File: config.mk
export PLATFORM = sky130hd
export DESIGN_NAME = bcd_dual_edge_counter
export DESIGN_NICKNAME = d
export VERILOG_FILES = /design/src/rtl/bcd_counter_pkg.sv /design/src/rtl/bcd_input_sync.sv /design/src/rtl/bcd_edge_ctrl.sv /design/src/rtl/bcd_digit_path.sv /design/src/rtl/bcd_dual_edge_counter.sv
export SDC_FILE = /design/constraint.sdc
export NUM_CORES = 1
export LEC_CHECK = 0
export BUFFER_PORTS_ARGS = -buffer_cell sky130_fd_sc_hd__buf_2
export CAP_MARGIN = 10
export CORE_MARGIN = 1
export CORE_UTILIZATION = 25
export DETAILED_ROUTE_END_ITERATION = 7
export PLACE_DENSITY = 0.49
export SLEW_MARGIN = 20
export SYNTH_ARGS = -nofsm -noshare
export SYNTH_HDL_FRONTEND = slang
export SYNTH_SLANG_ARGS = --single-unit
File: constraint.sdc
create_clock -name sysClk -period 2 [get_ports sysClk]
set_input_delay 0 -clock sysClk [delete_from_list [all_inputs] [get_ports sysClk]]
set_output_delay 0 -clock sysClk [all_outputs]
set_load 0.02 [all_outputs]
File: src/rtl/bcd_counter_pkg.sv
package bcd_counter_pkg;
  typedef struct packed {
    logic step;
    logic clear;
  } cnt_strobes_t;
endpackage

File: src/rtl/bcd_input_sync.sv
module bcd_input_sync #(
  parameter int WIDTH  = 3,
  parameter int STAGES = 2
) (
  input  logic             sysClk,
  input  logic             sysRst,
  input  logic [WIDTH-1:0] asyncIn,
  output logic [WIDTH-1:0] syncOut
);
  localparam int LastStage = STAGES - 1;

  for (genvar b = 0; b < WIDTH; b++) begin : g_bit
    logic [STAGES-1:0] chain;
    always_ff @(posedge sysClk) begin
      if (sysRst) chain <= '0;
      else        chain <= {chain[STAGES-2:0], asyncIn[b]};
    end
    assign syncOut[b] = chain[LastStage];
  end
endmodule

File: src/rtl/bcd_edge_ctrl.sv
module bcd_edge_ctrl
  import bcd_counter_pkg::*;
(
  input  logic         sysClk,
  input  logic         sysRst,
  input  logic         strobeSync,
  input  logic         gateSync,
  input  logic         clearSync,
  output cnt_strobes_t ctl
);
  logic strobePrev, gatePrev;
  logic strobeRise, gateFall, advance;

  always_ff @(posedge sysClk) begin
    if (sysRst) begin
      strobePrev <= 1'b0;
      gatePrev   <= 1'b0;
    end else begin
      strobePrev <= strobeSync;
      gatePrev   <= gateSync;
    end
  end

  always_comb begin
    strobeRise = strobeSync & ~strobePrev;
    gateFall   = ~gateSync & gatePrev;
    advance    = (strobeRise & gateSync) | (gateFall & ~strobeSync);
    ctl.clear  = clearSync;
    ctl.step   = advance & ~clearSync;
  end
endmodule

File: src/rtl/bcd_digit_path.sv
module bcd_digit_path
  import bcd_counter_pkg::*;
#(
  parameter int DIGIT_W    = 4,
  parameter int LAST_DIGIT = 9
) (
  input  logic               sysClk,
  input  logic               sysRst,
  input  cnt_strobes_t       ctl,
  output logic [DIGIT_W-1:0] count
);
  localparam logic [DIGIT_W-1:0] LastVal = LAST_DIGIT[DIGIT_W-1:0];

  always_ff @(posedge sysClk) begin
    if (sysRst || ctl.clear)  count <= '0;
    else if (ctl.step) begin
      if (count >= LastVal)   count <= '0;
      else                    count <= count + 1'b1;
    end
  end
endmodule

File: src/rtl/bcd_dual_edge_counter.sv
module bcd_dual_edge_counter
  import bcd_counter_pkg::*;
#(
  parameter int DIGIT_W     = 4,
  parameter int LAST_DIGIT  = 9,
  parameter int SYNC_STAGES = 2
) (
  input  logic               sysClk,
  input  logic               sysRst,
  input  logic               cntStrobe,
  input  logic               cntGate,
  input  logic               cntClear,
  output logic [DIGIT_W-1:0] digit,
  output logic               carryMsb
);
  localparam int NumCtl = 3;

  logic [NumCtl-1:0] rawIn, syncIn;
  cnt_strobes_t      ctl;

  assign rawIn = {cntClear, cntGate, cntStrobe};

  bcd_input_sync #(.WIDTH(NumCtl), .STAGES(SYNC_STAGES)) u_sync (
    .sysClk (sysClk),
    .sysRst (sysRst),
    .asyncIn(rawIn),
    .syncOut(syncIn)
  );

  bcd_edge_ctrl u_ctrl (
    .sysClk    (sysClk),
    .sysRst    (sysRst),
    .strobeSync(syncIn[0]),
    .gateSync  (syncIn[1]),
    .clearSync (syncIn[2]),
    .ctl       (ctl)
  );

  bcd_digit_path #(.DIGIT_W(DIGIT_W), .LAST_DIGIT(LAST_DIGIT)) u_path (
    .sysClk(sysClk),
    .sysRst(sysRst),
    .ctl   (ctl),
    .count (digit)
  );

  assign carryMsb = digit[DIGIT_W-1];
endmodule

==> flow_metrics.env, run 1 <==
export IMPL_status="finished, final reports clean"
export IMPL_finalSetupTns_ns=0
export IMPL_fillers=193
export IMPL_ys_types=20
export IMPL_layout_commonest_cell="dfxtp_1"
export IMPL_clock_latency_ns=0.27
export IMPL_mostFrequentLayoutCells="dfxtp_1 (12), buf_2 (9), nor2b_1 (8)"
export IMPL_crit_fanout=5
export IMPL_synth_edff_count=0
export IMPL_hold_slack_ns=0.0269
export IMPL_critPathArrivalTime_ns=1.78
export IMPL_worstSetupEndpointType="flop"
export IMPL_ant_nets=0
export IMPL_rr_worst_depth=5
export IMPL_cts_max_level=1
export IMPL_num_rows=15
export IMPL_postCtsResizedCells=0
export IMPL_cts_sinks=12
export IMPL_finalHoldViolations=0
export IMPL_antenna_found_initial=0
export IMPL_finalCriticalPeriod_ns=1.60
export IMPL_overflow=0
export IMPL_seq_area_sq_um=240
export IMPL_drt_pass1_iterations=1
export IMPL_vdd_drop_max_mv=0.458
export IMPL_cts_buffers_inserted=3
export IMPL_fin_skew_ns=0.00339
export IMPL_syn_to_final_growth_pct=27.1
export IMPL_power_frac_seq_pct=53.7
export IMPL_via_per_inst=4.29
export IMPL_grt_max_degree=11
export IMPL_r2r_end="u_path.count[0]"
export IMPL_min_path_type="in2reg"
export IMPL_grt_pass1_vias=350
export IMPL_wl_microns=769
export IMPL_p_per_area_nw_per_um2=762
export IMPL_path_clk_slew_ns=0.08
export IMPL_grt_usage_pct=9.42
export IMPL_setup_violations=0
export IMPL_maxCapViolations=0
export IMPL_p_comb_share_pct=5.8
export IMPL_core_area_sq_um=1760
export IMPL_synth_seq_cells=12
export IMPL_avgSynthCellArea_sq_um=10.2
export IMPL_fmax_mhz=626
export IMPL_io_pin_count=10
export IMPL_route_detailed_drc=0
export IMPL_ys_flop_type="dfxtp_1"
export IMPL_die_y_microns=45.8
export IMPL_synth_yosys_seq_area_share_pct=50.0
export IMPL_vias=369
export IMPL_hold_depth=2
export IMPL_syn_area_sq_um=480
export IMPL_hold_path_end="u_ctrl.strobePrev"
export IMPL_rsz0062_at_grt="false"
export IMPL_cts_root_buf="clkbuf_4"
export IMPL_dp_hpwl_microns=528
export IMPL_r2r_setup_slack_ns=0.40
export IMPL_min_delay_start="sysRst"
export IMPL_synth_warnings=0
export IMPL_period_share_pct=79.8
export IMPL_start_util_pct=27.2
export IMPL_nets=70
export IMPL_place_area_sq_um=544
export IMPL_p_clk_share_pct=40.5
export IMPL_routabilityCongestion=0.785
export IMPL_cts_hold_buf=3
export IMPL_criticalPathCategory="reg2reg"
export IMPL_grt_pass1_wl_microns=1370
export IMPL_p_leak_nw=0.252
export IMPL_cp_data_required_time_ns=2.18
export IMPL_async_reset_ff_share_pct=0
export IMPL_dieWidth_microns=45.8
export IMPL_tightest_slew_ns=0.364
export IMPL_cts_setup_buffers=0
export IMPL_internal_power_mw=0.371
export IMPL_multi_input_area_sq_um=220
export IMPL_io_buffer_count=9
export IMPL_relSlewSlack_pct=75.6
export IMPL_switching_power_mw=0.0936
export IMPL_place_ws_ns=0.407
export IMPL_swShare_pct=20.1
export IMPL_cts_buffer_depth=2
export IMPL_drive_gt1_share_pct=26.2
export IMPL_wl_per_cell_microns=8.94
export IMPL_synthCells=47
export IMPL_cts_tree="built"
export IMPL_insertedDiodeCount=0
export IMPL_final_area_sq_um=611
export IMPL_synth_net_count=55
export IMPL_start_kind="flop"
export IMPL_drt_initial_drc_count=0
export IMPL_r2r_start="u_path.count[1]"
export IMPL_setup_slack_ns=0.403
export IMPL_die_area_sq_um=2100
export IMPL_drv_slew=0
## logic make-up after synthesis
kind of cell               count (synthesis)  share of synthesized area, %
DFF                                       12                          50.0
buffers and inverters                      4                          4.17
and+or+nand+nor                           21                          26.0
adders and majority gates                  3                          7.81
AOI/OAI and AO/OA                          7                          12.0
## critical path, cell delays in order (launching register included)
cell and delay [ns]:
dfxtp_1 0.39, inv_1 0.08, ha_1 0.17, or3b_2 0.45
a22o_1 0.23, o41ai_2 0.19
## metrics by stage
stage	util (%)	std cells	power [mW]
after global placement	30.9	79	0.278
after global routing	34.6	86	0.493
after floorplan	-	47	0.269
final	34.6	86	0.465
after CTS	34.6	86	0.475
after detailed placement	30.9	79	0.279
## state kept, by name, indices dropped and copies added (netlist names)
register,flops
u_ctrl.strobePrev,1
u_ctrl.gatePrev,1
u_path.count,4
u_sync.g_bit.chain,6
## layer usage
metal | global-route usage, % | share of wire, % | vias to the layer above
met1 | 10.0 | 47 | 169
li1 | - | - | 190
met3 | 7.54 | 6.4 | 0
met5 | 0 | 0 | -
met4 | 3.53 | 0 | 0
met2 | 13.8 | 47 | 10
## Yosys cell counts, types with 2 or more instances
| library cell | instances | area share [%] |
|---|---|---|
| ha_1 | 3 | 7.8 |
| inv_1 | 2 | 1.6 |
| dfxtp_1 | 12 | 50 |
| a21oi_1 | 2 | 2.1 |
| nor2_1 | 2 | 1.6 |
| nand4_1 | 2 | 2.6 |
| nand2_1 | 3 | 2.3 |
| nand3b_1 | 2 | 3.1 |
| nor2b_1 | 8 | 10 |
## layout make-up
cell class / count / share of cell area [%]
Sequential cell: 12 / 39.3
Multi-Input combinational cell: 31 / 36.1
Inverter: 2 / 1.23
Tap cell: 25 / 5.12
Timing Repair Buffer: 12 / 12.3
Clock buffer: 4 / 5.94
## how the worst max path moves through the flow
stage	startpoint	to	slack [ns]	cells after the start
2_1_floorplan	u_path.count[1]	u_path.count[0]	0.34	5
3_3_place_gp	u_path.count[1]	u_path.count[0]	0.44	5
3_5_place_dp	u_path.count[1]	u_path.count[0]	0.41	5
4_1_cts	u_path.count[1]	u_path.count[0]	0.39	5
5_1_grt	u_path.count[1]	u_path.count[0]	0.30	5
6_report	u_path.count[1]	u_path.count[0]	0.40	5
## power groups by stage
stage	registers, mW	logic [mW]	clock network, mW
after floorplan	0.256	0.0131	0
final	0.250	0.0269	0.188
after global placement	0.255	0.0224	0
after CTS	0.250	0.0274	0.198
after detailed placement	0.256	0.0229	0
after global routing	0.251	0.0301	0.212
No activity file was read; power rests on OpenSTA's default activity.
==> inputs of run 2 (changes only) <==
Settings changed: PLACE_DENSITY 0.49 to 0.5.
Clock period 2 ns to 1.3 ns, I/O delays scaled along.
==> run 2 against run 1 <==
Against the previous run: utilization increased by 7.4 points; worst hold slack got worse by 0.0069 ns; the flow now finishes with violations (setup timing); clock power rose by 56%; via count increased by 12%; fmax increased by 9.7%; cell count is 12% higher; largest power group unchanged; highest routed layer unchanged; die area is the same; sequential cell count did not move.
==> flow_metrics.env, run 2 (synthesis results as in run 1) <==
export IMPL_path_clk_slew_ns=0.08
export IMPL_crit_family="compound AO/OA/AOI/OAI gates"
export IMPL_num_rows=15
export IMPL_cp_data_required_time_ns=1.47
export IMPL_grt_max_degree=11
export IMPL_crit_chain="inv_4 -> ha_4 -> or3b_4 -> a22o_4 -> o41ai_2"
export IMPL_crit_fanout=3
export IMPL_io_buffer_count=9
export IMPL_overflow=0
export IMPL_finalSetupTns_ns=-0.312
export IMPL_min_path_type="in2reg"
export IMPL_grt_pass1_wl_microns=1430
export IMPL_p_per_area_nw_per_um2=993
export IMPL_nets=80
export IMPL_maxCapViolations=0
export IMPL_dieWidth_microns=45.8
export IMPL_hold_path_end="u_sync.g_bit[1].chain[1]"
export IMPL_regMostFlops="u_sync.g_bit.chain"
export IMPL_rsz0062_at_grt="true"
export IMPL_worst_path_stages=5
export IMPL_ant_nets=0
export IMPL_crit_start="u_path.count[1]"
export IMPL_worstSetupEndpointType="flop"
export IMPL_cts_root_buf="clkbuf_4"
export IMPL_core_area_sq_um=1760
export IMPL_cts_buffer_depth=2
export IMPL_period_share_pct=112
export IMPL_criticalPathCategory="reg2reg"
export IMPL_wl_microns=923
export IMPL_clock_latency_ns=0.27
export IMPL_die_y_microns=45.8
export IMPL_setup_violations=3
export IMPL_r2r_start="u_path.count[1]"
export IMPL_wl_per_cell_microns=9.61
export IMPL_vdd_drop_max_mv=0.645
export IMPL_r2r_end="u_path.count[0]"
export IMPL_fin_cells=96
export IMPL_cts_tree="built"
export IMPL_start_util_pct=27.2
export IMPL_start_kind="flop"
export IMPL_tightest_slew_ns=0.375
export IMPL_rr_worst_depth=5
export IMPL_min_delay_start="sysRst"
export IMPL_io_pin_count=10
export IMPL_fin_util_pct=42.0
export IMPL_mostFrequentLayoutCells="buf_4 (10), dfxtp_1 (10), buf_2 (9)"
export IMPL_cts_sinks=12
export IMPL_cts_buffers_inserted=3
export IMPL_grt_usage_pct=10.0
export IMPL_drive_gt1_share_pct=49.3
export IMPL_setup_slack_ns=-0.155
export IMPL_cts_max_level=1
export IMPL_grt_pass1_vias=344
export IMPL_p_leak_nw=0.312
export IMPL_cp_buffers_inverters=1
export IMPL_via_per_inst=4.31
export IMPL_critPathArrivalTime_ns=1.62
export IMPL_place_inst=87
export IMPL_hold_depth=2
export IMPL_die_area_sq_um=2100
export IMPL_dp_hpwl_microns=630
export IMPL_hold_slack_ns=0.0200
export IMPL_status="finished with violations"
export IMPL_insertedDiodeCount=0
export IMPL_violations="setup timing"
export IMPL_routabilityCongestion=0.749
export IMPL_max_stage_delay_ns=0.37
export IMPL_fin_skew_ns=0.00470
export IMPL_relSlewSlack_pct=74.9
export IMPL_largest_reg_flops=6
export IMPL_drt_initial_drc_count=11
export IMPL_r2r_setup_slack_ns=-0.16
export IMPL_syn_to_final_growth_pct=54.2
export IMPL_route_detailed_drc=0
export IMPL_drt_pass1_iterations=4
export IMPL_vias=414
export IMPL_largestRegisters="u_sync.g_bit.chain (6), u_path.count (4)"
export IMPL_antenna_found_initial=0
export IMPL_finalHoldViolations=0
export IMPL_finalCriticalPeriod_ns=1.46
export IMPL_cp_slowest_cell="or3b_4"
export IMPL_fmax_mhz=687
export IMPL_drv_slew=0
-- run 2: cell count changes in the layout (fill, tap and decap cells not counted), sizes merged --
cell and delta:
buf +10
-- run 2: routing by layer --
layer	global-route usage [%]	vias up	part of all wire, %
met5	0	-	0
li1	-	211	-
met3	7.14	0	6.6
met4	1.76	0	0
met1	11.2	188	45
met2	15.5	15	49
-- run 2: power breakdown --
part | leakage (nW) | switching, mW | internal (mW) | total (mW)
Sequential | 0.0998 | 0.00514 | 0.376 | 0.381
Combinational | 0.192 | 0.0250 | 0.0364 | 0.0614
Clock | 0.0210 | 0.123 | 0.170 | 0.293
-- run 2: final cells by class --
class	instances	area [sq um]
clock buffer	4	36.3
multi-input combinational	31	263
tap	25	31.3
inverter	2	12.5
sequential	12	248
timing repair buffer	22	150
fill	192	1020
-- run 2: through the flow --
step	cell area, sq um	setup slack, ns	power, mW
3_3_place_gp	617	-0.146	0.435
4_1_cts	691	-0.161	0.750
5_1_grt	741	-0.220	0.777
3_5_place_dp	617	-0.183	0.436
6_report	741	-0.155	0.735
2_1_floorplan	493	-0.133	0.412
-- run 2: worst register-to-register path, cell delays in order (launching register included) --
cell	delay [ns]
dfxtp_4	0.36
inv_4	0.04
ha_4	0.14
or3b_4	0.37
a22o_4	0.24
o41ai_2	0.20
-- run 2: worst max-delay path by stage --
| stage | endpoint | slack (ns) |
|---|---|---|
| after CTS | u_path.count[0] | -0.16 |
| after global routing | u_path.count[0] | -0.22 |
| after global placement | u_path.count[0] | -0.15 |
| after detailed placement | u_path.count[0] | -0.18 |
| final | u_path.count[0] | -0.16 |
| after floorplan | u_path.count[0] | -0.13 |
-- run 2: what timing repair did --
action	CTS	global route
gates resized for setup	0	9
endpoints found under the hold margin	3	0
endpoints found under the setup margin	3	4
setup buffers	1	1
pin swaps	1	3
hold buffers	3	0
cloned	0	0
